`config.mk`:
```
export PLATFORM = sky130hd
export DESIGN_NAME = spi_hd_slave
export DESIGN_NICKNAME = d
export VERILOG_FILES = /design/src/rtl/spi_hd_pkg.sv /design/src/rtl/spi_hd_sync.sv /design/src/rtl/spi_hd_buf.sv /design/src/rtl/spi_hd_stat.sv /design/src/rtl/spi_hd_frame.sv /design/src/rtl/spi_hd_slave.sv
export SDC_FILE = /design/constraint.sdc
export NUM_CORES = 2
export LEC_CHECK = 0
export ABC_AREA = 1
export BUFFER_PORTS_ARGS = -buffer_cell sky130_fd_sc_hd__buf_2
export CAP_MARGIN = 20
export CORE_ASPECT_RATIO = 0.9
export CORE_MARGIN = 2
export CORE_UTILIZATION = 45
export DETAILED_ROUTE_END_ITERATION = 16
export PLACE_DENSITY = 0.63
export SYNTH_ARGS = -nofsm -noshare
export SYNTH_HDL_FRONTEND = slang
export SYNTH_SLANG_ARGS = --single-unit
export TNS_END_PERCENT = 1
```
`constraint.sdc`:
```
create_clock -name clk -period 2.6 [get_ports clk]
set_input_delay 0.13 -clock clk [delete_from_list [all_inputs] [get_ports clk]]
set_output_delay 0.13 -clock clk [all_outputs]
set_load 0.005 [all_outputs]
```
`src/rtl/spi_hd_pkg.sv`:
```
package spi_hd_pkg;

  localparam logic [7:0] OP_WR_STAT = 8'h01;
  localparam logic [7:0] OP_WR_BUF  = 8'h02;
  localparam logic [7:0] OP_RD_BUF  = 8'h03;
  localparam logic [7:0] OP_RD_STAT = 8'h04;
  localparam logic [7:0] OP_XCHG    = 8'h06;

  typedef enum logic [1:0] {
    PH_CMD  = 2'd0,
    PH_ADDR = 2'd1,
    PH_DATA = 2'd2,
    PH_DROP = 2'd3
  } phase_e;

  function automatic logic op_known(input logic [7:0] op);
    return (op == OP_WR_STAT) || (op == OP_WR_BUF) || (op == OP_RD_BUF) ||
           (op == OP_RD_STAT) || (op == OP_XCHG);
  endfunction

  function automatic logic op_buf_write(input logic [7:0] op);
    return (op == OP_WR_BUF) || (op == OP_XCHG);
  endfunction

  function automatic logic op_sends(input logic [7:0] op);
    return (op == OP_RD_BUF) || (op == OP_RD_STAT) || (op == OP_XCHG);
  endfunction

endpackage

```
`src/rtl/spi_hd_sync.sv`:
```
module spi_hd_sync #(
  parameter int   STAGES  = 2,
  parameter logic RST_VAL = 1'b0
) (
  input  logic clk,
  input  logic rst,
  input  logic d,
  output logic q
);
  logic [STAGES-1:0] chain;

  always_ff @(posedge clk) begin
    if (rst) chain <= {STAGES{RST_VAL}};
    else     chain <= {chain[STAGES-2:0], d};
  end

  assign q = chain[STAGES-1];
endmodule

```
`src/rtl/spi_hd_buf.sv`:
```
module spi_hd_buf #(
  parameter  int WORDS = 16,
  localparam int WAW   = $clog2(WORDS),
  localparam int BAW   = WAW + 2
) (
  input  logic           clk,
  input  logic           a_we,
  input  logic [BAW-1:0] a_waddr,
  input  logic [7:0]     a_wdata,
  input  logic [BAW-1:0] a_raddr,
  output logic [7:0]     a_rbyte,
  input  logic           b_we,
  input  logic [WAW-1:0] b_addr,
  input  logic [31:0]    b_wdata,
  output logic [31:0]    b_rdata
);
  logic [31:0] mem [WORDS];
  logic [31:0] a_q;
  logic [1:0]  a_lane;

  // single process, two ports; SPI byte write lands after a same-cycle word write
  always_ff @(posedge clk) begin
    if (b_we) mem[b_addr] <= b_wdata;
    if (a_we) mem[a_waddr[BAW-1:2]][8*a_waddr[1:0] +: 8] <= a_wdata;
    a_q     <= mem[a_raddr[BAW-1:2]];
    a_lane  <= a_raddr[1:0];
    b_rdata <= mem[b_addr];
  end

  assign a_rbyte = a_q[8*a_lane +: 8];
endmodule

```
`src/rtl/spi_hd_stat.sv`:
```
module spi_hd_stat #(
  parameter  int STAT_BYTES = 4,
  parameter  int CNT_W      = 8,
  localparam int STAT_W     = 8 * STAT_BYTES
) (
  input  logic              clk,
  input  logic              rst,
  input  logic              m_we,
  input  logic [CNT_W-1:0]  m_idx,
  input  logic [7:0]        m_data,
  input  logic              sw_we,
  input  logic [STAT_W-1:0] sw_data,
  input  logic              rb_sel,
  input  logic [CNT_W-1:0]  rd_idx,
  output logic [7:0]        rd_byte,
  output logic [STAT_W-1:0] mst_stat
);
  logic [STAT_W-1:0] sw_stat;
  logic [STAT_W-1:0] src;

  always_ff @(posedge clk) begin
    if (rst) begin
      mst_stat <= '0;
      sw_stat  <= '0;
    end else begin
      for (int k = 0; k < STAT_BYTES; k++) begin
        if (m_we && (m_idx == CNT_W'(k))) mst_stat[8*k +: 8] <= m_data;
      end
      if (sw_we) sw_stat <= sw_data;
    end
  end

  assign src = rb_sel ? sw_stat : mst_stat;

  always_comb begin
    rd_byte = 8'h00;
    for (int k = 0; k < STAT_BYTES; k++) begin
      if (rd_idx == CNT_W'(k)) rd_byte = src[8*k +: 8];
    end
  end
endmodule

```
`src/rtl/spi_hd_frame.sv`:
```
module spi_hd_frame
  import spi_hd_pkg::*;
#(
  parameter  int HALF_AW = 5,
  parameter  int CNT_W   = 8,
  localparam int BAW     = HALF_AW + 1
) (
  input  logic             clk,
  input  logic             rst,
  input  logic             sclk_s,
  input  logic             mosi_s,
  input  logic             cs_n_s,
  input  logic             rx_hi,
  input  logic             tx_hi,
  output logic             buf_we,
  output logic [BAW-1:0]   buf_waddr,
  output logic [7:0]       buf_wdata,
  output logic [BAW-1:0]   buf_raddr,
  input  logic [7:0]       buf_rbyte,
  output logic             stat_we,
  output logic [CNT_W-1:0] stat_idx,
  output logic [7:0]       stat_wdata,
  output logic [CNT_W-1:0] stat_ridx,
  input  logic [7:0]       stat_rbyte,
  output logic             miso,
  output logic             done,
  output logic [7:0]       done_cmd,
  output logic [CNT_W-1:0] done_bytes
);
  localparam logic [CNT_W-1:0] CNT_MAX = '1;

  phase_e             phase;
  logic               sclk_d;
  logic               rise, fall;
  logic [2:0]         bitcnt;
  logic [7:0]         rx_sh;
  logic [7:0]         tx_sh;
  logic [7:0]         cmd;
  logic [HALF_AW-1:0] off;
  logic [CNT_W-1:0]   cnt;
  logic [7:0]         rx_full;
  logic [7:0]         tx_byte;

  assign rise      = sclk_s & ~sclk_d;
  assign fall      = ~sclk_s & sclk_d;
  assign rx_full   = {rx_sh[6:0], mosi_s};
  assign buf_raddr = {tx_hi, off};
  assign stat_ridx = cnt;

  always_comb begin
    if (cmd == OP_RD_STAT)                        tx_byte = stat_rbyte;
    else if (cmd == OP_RD_BUF || cmd == OP_XCHG)  tx_byte = buf_rbyte;
    else                                          tx_byte = 8'h00;
  end

  always_ff @(posedge clk) begin
    if (rst) begin
      sclk_d     <= 1'b0;
      phase      <= PH_CMD;
      bitcnt     <= '0;
      rx_sh      <= '0;
      tx_sh      <= '0;
      cmd        <= '0;
      off        <= '0;
      cnt        <= '0;
      miso       <= 1'b0;
      done       <= 1'b0;
      done_cmd   <= '0;
      done_bytes <= '0;
      buf_we     <= 1'b0;
      buf_waddr  <= '0;
      buf_wdata  <= '0;
      stat_we    <= 1'b0;
      stat_idx   <= '0;
      stat_wdata <= '0;
    end else begin
      sclk_d  <= sclk_s;
      done    <= 1'b0;
      buf_we  <= 1'b0;
      stat_we <= 1'b0;
      if (cs_n_s) begin
        if (phase == PH_DATA) begin
          done       <= 1'b1;
          done_cmd   <= cmd;
          done_bytes <= cnt;
        end
        phase  <= PH_CMD;
        bitcnt <= '0;
        tx_sh  <= '0;
        miso   <= 1'b0;
      end else begin
        if (rise) begin
          rx_sh  <= rx_full;
          bitcnt <= bitcnt + 3'd1;
          if (bitcnt == 3'd7) begin
            unique case (phase)
              PH_CMD: begin
                cmd   <= rx_full;
                phase <= PH_ADDR;
              end
              PH_ADDR: begin
                off   <= rx_full[HALF_AW-1:0];
                cnt   <= '0;
                phase <= op_known(cmd) ? PH_DATA : PH_DROP;
              end
              PH_DATA: begin
                if (cmd == OP_WR_STAT) begin
                  stat_we    <= 1'b1;
                  stat_idx   <= cnt;
                  stat_wdata <= rx_full;
                end else if (op_buf_write(cmd)) begin
                  buf_we    <= 1'b1;
                  buf_waddr <= {rx_hi, off};
                  buf_wdata <= rx_full;
                end
                off <= off + 1'b1;
                if (cnt != CNT_MAX) cnt <= cnt + 1'b1;
              end
              PH_DROP: ;
              default: ;
            endcase
          end
        end
        if (fall) begin
          if (phase == PH_DATA && op_sends(cmd)) begin
            if (bitcnt == 3'd0) begin
              tx_sh <= tx_byte;
              miso  <= tx_byte[7];
            end else begin
              tx_sh <= {tx_sh[6:0], 1'b0};
              miso  <= tx_sh[6];
            end
          end else begin
            miso <= 1'b0;
          end
        end
      end
    end
  end
endmodule

```
`src/rtl/spi_hd_slave.sv`:
```
module spi_hd_slave #(
  parameter  int WORDS       = 16,
  parameter  int STAT_BYTES  = 4,
  parameter  int CNT_W       = 8,
  parameter  int SYNC_STAGES = 2,
  localparam int WAW         = $clog2(WORDS),
  localparam int BAW         = WAW + 2,
  localparam int HALF_AW     = BAW - 1,
  localparam int STAT_W      = 8 * STAT_BYTES
) (
  input  logic              clk,
  input  logic              rst,
  input  logic              sclk_i,
  input  logic              mosi_i,
  input  logic              cs_n_i,
  output logic              miso_o,
  input  logic              rx_hi_i,
  input  logic              tx_hi_i,
  input  logic              stat_rb_sel_i,
  input  logic              sw_stat_we_i,
  input  logic [STAT_W-1:0] sw_stat_i,
  output logic [STAT_W-1:0] mst_stat_o,
  input  logic              sw_buf_we_i,
  input  logic [WAW-1:0]    sw_buf_addr_i,
  input  logic [31:0]       sw_buf_wdata_i,
  output logic [31:0]       sw_buf_rdata_o,
  output logic              done_o,
  output logic [7:0]        done_cmd_o,
  output logic [CNT_W-1:0]  done_bytes_o
);
  localparam logic [2:0] SYNC_INIT = 3'b100;

  logic [2:0]       pin_raw;
  logic [2:0]       pin_s;
  logic             buf_we;
  logic [BAW-1:0]   buf_waddr;
  logic [7:0]       buf_wdata;
  logic [BAW-1:0]   buf_raddr;
  logic [7:0]       buf_rbyte;
  logic             stat_we;
  logic [CNT_W-1:0] stat_idx;
  logic [7:0]       stat_wdata;
  logic [CNT_W-1:0] stat_ridx;
  logic [7:0]       stat_rbyte;

  assign pin_raw = {cs_n_i, mosi_i, sclk_i};

  for (genvar g = 0; g < 3; g++) begin : g_sync
    spi_hd_sync #(.STAGES(SYNC_STAGES), .RST_VAL(SYNC_INIT[g])) i_sync (
      .clk (clk),
      .rst (rst),
      .d   (pin_raw[g]),
      .q   (pin_s[g])
    );
  end

  spi_hd_frame #(.HALF_AW(HALF_AW), .CNT_W(CNT_W)) i_frame (
    .clk        (clk),
    .rst        (rst),
    .sclk_s     (pin_s[0]),
    .mosi_s     (pin_s[1]),
    .cs_n_s     (pin_s[2]),
    .rx_hi      (rx_hi_i),
    .tx_hi      (tx_hi_i),
    .buf_we     (buf_we),
    .buf_waddr  (buf_waddr),
    .buf_wdata  (buf_wdata),
    .buf_raddr  (buf_raddr),
    .buf_rbyte  (buf_rbyte),
    .stat_we    (stat_we),
    .stat_idx   (stat_idx),
    .stat_wdata (stat_wdata),
    .stat_ridx  (stat_ridx),
    .stat_rbyte (stat_rbyte),
    .miso       (miso_o),
    .done       (done_o),
    .done_cmd   (done_cmd_o),
    .done_bytes (done_bytes_o)
  );

  spi_hd_buf #(.WORDS(WORDS)) i_buf (
    .clk     (clk),
    .a_we    (buf_we),
    .a_waddr (buf_waddr),
    .a_wdata (buf_wdata),
    .a_raddr (buf_raddr),
    .a_rbyte (buf_rbyte),
    .b_we    (sw_buf_we_i),
    .b_addr  (sw_buf_addr_i),
    .b_wdata (sw_buf_wdata_i),
    .b_rdata (sw_buf_rdata_o)
  );

  spi_hd_stat #(.STAT_BYTES(STAT_BYTES), .CNT_W(CNT_W)) i_stat (
    .clk      (clk),
    .rst      (rst),
    .m_we     (stat_we),
    .m_idx    (stat_idx),
    .m_data   (stat_wdata),
    .sw_we    (sw_stat_we_i),
    .sw_data  (sw_stat_i),
    .rb_sel   (stat_rb_sel_i),
    .rd_idx   (stat_ridx),
    .rd_byte  (stat_rbyte),
    .mst_stat (mst_stat_o)
  );
endmodule

```
# After elaboration in Yosys (flattened, before gate mapping)
# Memory sizes are Yosys's and may differ from the RTL's. A register that Yosys moved wholly into a read port is not among the register bits.
# Index checks and enable logic that the tools add are counted.
# W data, S select, Z words.
[totals]
ff_bits = 163
mem_bits_rw = 512
n_memories = 1
[mem_list]
columns = ["name", "depth", "width", "rd", "rd_clocked_by_memory_dff", "write_ports", "line", "source"]
rows = [
  ["i_buf.mem", 16, 32, 2, 2, 2, "spi_hd_buf.sv:17", "logic [31:0] mem [WORDS];"],
]
[classes]
n_addsub = 4
n_eq_ne = 16
n_shift = 3
muxes = 22
bitwise = 9
n_reduce_logical = 32
[ops]
columns = ["operator", "count"]
rows = [
  ["$mux W32", 2],
  ["$mux W8", 7],
  ["$eq A8 B2 Y1 const B", 6],
  ["$neg A5 Y34", 1],
  ["$shift A8 B34 Y32 const A", 1],
  ["$shiftx A8 B34 Y32", 1],
  ["$shiftx A32 B6 Y8", 1],
  ["$eq A8 B1 Y1 const B", 3],
  ["$eq A8 B3 Y1 const B", 2],
  ["$logic_not A8 Y1", 2],
  ["$pmux W8 S2", 1],
  ["$pmux W5 S2", 1],
  ["$reduce_and A5 Y1", 2],
  ["$mux W1", 9],
  ["$add A8 B1 Y8 const B", 1],
  ["$logic_or A1 B1 Y1", 8],
  ["$ne A8 B8 Y1 const B", 1],
  ["$reduce_and A4 Y1", 2],
  ["$mux W7", 1],
  ["$not A1 Y1", 7],
  ["$reduce_and A2 Y1", 3],
  ["$reduce_and A6 Y1", 1],
  ["$reduce_or A6 Y1", 1],
  ["$add A5 B1 Y5 const B", 1],
  ["14 further kinds", 21],
]

# Logic depth before layout (Yosys ltp)
[depth]
word_depth = 8
mapped_depth = 13
mapped_depth_nobuf = 13

# Modules after synthesis
# From an unflattened synthesis, not the netlist that was laid out.
[unflattened]
hier_cells = 6238
hier_area_um2 = 42869.9
[by_module_without_submodules]
columns = ["module", "instances", "cells_each", "area_per_inst_um2", "seq_area_each_um2"]
rows = [
  ["spi_hd_buf", 1, 5161, 35357.7, 16696.0],
  ["spi_hd_frame", 1, 559, 4105.2, 1821.7],
  ["spi_hd_stat", 1, 499, 3238.1, 1281.2],
  ["spi_hd_sync at g_sync[0].i_sync ...", 2, 6, 55.1, 40.0],
  ["spi_hd_sync at g_sync[2].i_sync", 1, 7, 58.8, 40.0],
]

# Worst setup path before layout
# OpenSTA, ideal clock, no wires.
[synth_path]
path_type = "reg2reg"
start = "register i_frame.buf_waddr[0]"
end = "memory i_buf.mem[13][23] (data pin)"
arrival_ns = 2.149
t_required_ns = 2.331
setup_slack_ns = 0.181
stages_incl_launch_ff = 13
period_less_slack_ns = 2.419
path_cell_list = "dfxtp_1 > clkbuf_1 > buf_4 > inv_1 > ha_1 > inv_1 > nor2_1 > inv_1 > clkbuf_1 > nor3_1 > inv_1 > clkbuf_1 > o21ai_0"
[synth_lines]
columns = ["element", "line", "source"]
rows = [
  ["start: declaration", "spi_hd_frame.sv:16", "output logic [BAW-1:0] buf_waddr,"],
  ["start signal: assignment", "spi_hd_frame.sv:113", "buf_waddr <= {rx_hi, off};"],
  ["end: declaration", "spi_hd_buf.sv:17", ""],
]

==> impl_metrics.csv <==
group,metric,value,unit
floorplanning,die-area,87600,sq um
timing,fin_worst_skew,32.2,ps
cells_and_area,drive_gt1_share,10.2,%
job,cap_violations,0,
min_path,whs_path_depth,3,
drt,antenna_left,0,
cells_and_area,final_common_cell,"nand2_1",
drt,wirelength,141000,microns
clock_tree,clock_path_buffers,3,
cells_and_area,area_growth,14.8,%
drt,drtPass1Iterations,7,
setup_path,path_cells,"inv_1 -> ha_1 -> inv_1 -> nor2_1 -> inv_1 -> nor3_1 -> inv_1 -> nand2_1 -> o21a_1",
placement,dpl.hpwl,93300,microns
clock_tree,cts_tree,"done",
setup_path,crit_arrival,2930,ps
setup_path,max_stage_delay,510,ps
floorplanning,die_h,281,microns
drt,routedWlPerCell,23.5,microns
setup_path,crit_path_start_kind,"flip-flop",
floorplanning,start_util,45.4,%
power,powerDensity,611,nW/um^2
yosys,seq_area_frac_synth,51.9,%
clock_tree,clk_latency,670,ps
drt,drt-initial-drc-count,5001,
grt,grt_first_pass_wirelength,208000,microns
grt,antenna_found_initial,3,
cells_and_area,stdcell_area,44000,sq um
min_path,min_path_type,"in -> reg",
drt,vias,35700,
drt,drc,0,
timing,finalCritPeriodShare,96.5,%
clock_tree,cts_max_level,3,
floorplanning,rows,101,
setup_path,worst_setup_path_end_kind,"flip-flop",
clock_tree,cts_buffers,82,
setup_path,cp.required,3020,ps
yosys,syn_inst,4724,
power,leakagePower,17.7,nW
drt,via_per_inst,5.94,
yosys,avgSynthCellArea,8.12,sq um
timing,slew_headroom,46.1,%
yosys,yosysWarnings,0,
timing,setup_tns,0,ps
grt,grt_pass1_vias,32600,
yosys,syn_nets,4818,
timing,tightest_slew,809,ps
power,p_total,26.9,mW
timing,drv_slew,0,
yosys,syn_area,38300,sq um
setup_path,crit_type,"reg -> reg",
timing,rsz0062_at_grt,"no",
cells_and_area,final_nets,4911,
yosys,synth_seq_cells,739,
clock_tree,cts-root-buf,"clkbuf_16",
floorplanning,pin_count,160,
setup_path,ff2ff_path_depth,9,
grt,overflow,0,
outcome,status,"complete, no violations",
setup_path,crit_fanout,16,
cells_and_area,layout_common_cells,"1090 x nand2_1, 993 x o21ai_0, 512 x edfxtp_1",
placement,gp_congestion,0.953,
grt,grt_max_degree,130,
placement,dpl_cell_area,40600,sq um
timing,setup_viol,0,
placement,port_buffers,159,
setup_path,cp_slowest_cell,"inv_1",
timing,hold_viol_final,0,
timing,max_freq,398,MHz
timing,whs,37.1,ps
grt,grt_util_all_layers,31.3,%
timing,min_period,2510,ps
power,max-vdd-ir-drop,0.473,mV
floorplanning,die_x,312,microns
clock_tree,clk_pin_slew_worst_paths,60,ps
setup_path,critPathMostFrequentCell,"inv_1",
floorplanning,coreArea,84400,sq um
clock_tree,cts.sink_count,739,
yosys,synthDistinctLibCells,42,
## through the flow
step                      utilization (%)  cells  worst slack (ps)
after floorplan                         -   4724               181
after global placement               48.1   5803               165
after detailed placement             48.1   5803               202
after CTS                            52.1   6015               195
after global routing                 52.1   6016              8.24
final                                52.1   6017              89.9
## sequential cells by signal, summed over array words and instances (netlist names), 2 cells and up
register,cells
i_frame.rx_sh,7
i_stat.mst_stat,32
i_frame.buf_waddr,6
i_frame.done_bytes,8
i_frame.bitcnt,3
i_frame.cmd,8
i_frame.stat_wdata,8
i_frame.done_cmd,8
i_frame.phase,2
i_frame.buf_wdata,8
i_buf.a_lane,2
i_frame.tx_sh,7
i_buf.b_rdata,32
i_frame.off,5
i_stat.sw_stat,32
i_buf.mem,512
i_buf.a_q,32
i_frame.stat_idx,8
i_frame.stat_ridx,8
g_sync.i_sync.chain,6
## routing by layer
layer	track usage, %	part of all wire (%)	vias to the layer above
li1	-	-	16500
met1	43.4	41	16700
met2	47.9	44	2160
met3	6.94	11	341
met4	12.3	3.8	4
met5	0	0.021	-
## timing repair
action                                 in CTS  in global routing
setup endpoints to repair                   0                  6
hold buffers                               62                  0
gates resized for setup                     0                  2
endpoints found under the hold margin     110                  0
buffers inserted                            0                  0
## synthesized netlist by cell type (all sizes together)
cell	n	area (sq um)
a2111oi	2	17.5
a211oi	2	15.0
a21oi	301	1530
a221oi	13	114
a22oi	71	533
a31oi	17	106
a32o	1	10.0
buf	110	504
clkbuf	282	1060
clkinv	5	18.8
dfxtp	227	4540
edfxtp	512	15400
ha	16	200
inv	357	1340
nand2	1094	4110
nand3	263	1320
nand4	61	382
nor2	205	808
nor3	28	145
nor3b	1	12.5
nor4	1	21.3
o2111ai	24	210
o211ai	51	383
o21a	32	240
o21ai	1010	5050
o221ai	19	166
o22ai	12	75.1
or2	4	25.0
xor2	3	26.3
## path summary, 6_finish.rpt
| check | startpoint | endpoint | slack, ps |
|---|---|---|---|
| worst max-delay path | i_frame.buf_waddr[0] | i_buf.mem[0][22] | 90 |
| worst min register to register | i_frame.off[0] | i_buf.a_lane[0] | 400 |
| worst min-delay path | sw_stat_we_i | i_stat.sw_stat[29] | 40 |
| worst max register to register | i_frame.buf_waddr[0] | i_buf.mem[0][22] | 90 |
## layout make-up
class                   instances  area [sq um]
fillers                      8029         40400
flip-flops and latches        739         19900
multi-input cells            3231         15500
repair buffers                401          2960
clock buffers                 114          2320
well taps                    1133          1420
inverters                     362          1370
clock inverters                36           475
diodes                          1          2.50
## logic make-up (layout without fill, tap and decap cells)
family | after synthesis | count (layout) | share of synthesized area (%)
AND/OR/NAND/NOR | 1657 | 1657 | 17.8
AO/OA/AOI/OAI | 1555 | 1555 | 22.0
buffers and inverters | 754 | 913 | 7.63
flip-flops | 739 | 739 | 51.9
adder cells (fa/ha/maj) | 16 | 16 | 0.522
XOR/XNOR | 3 | 3 | 0.0685
other | 0 | 1 | 0
## report_power, final
group	internal (mW)	total, mW	switching, mW
Clock	7.26	12.3	5.09
Sequential	12.7	12.8	0.0629
Combinational	0.570	1.75	1.18
## worst max-delay path: cells and delay by family, from the launching register on
kind / cells / cell delay, ps
AND/OR/NAND/NOR: 3 / 260
adder cells (fa/ha/maj): 1 / 340
AO/OA/AOI/OAI: 1 / 140
buffers and inverters: 4 / 1160
flip-flops: 1 / 360
No activity file was read; power rests on OpenSTA's default activity.
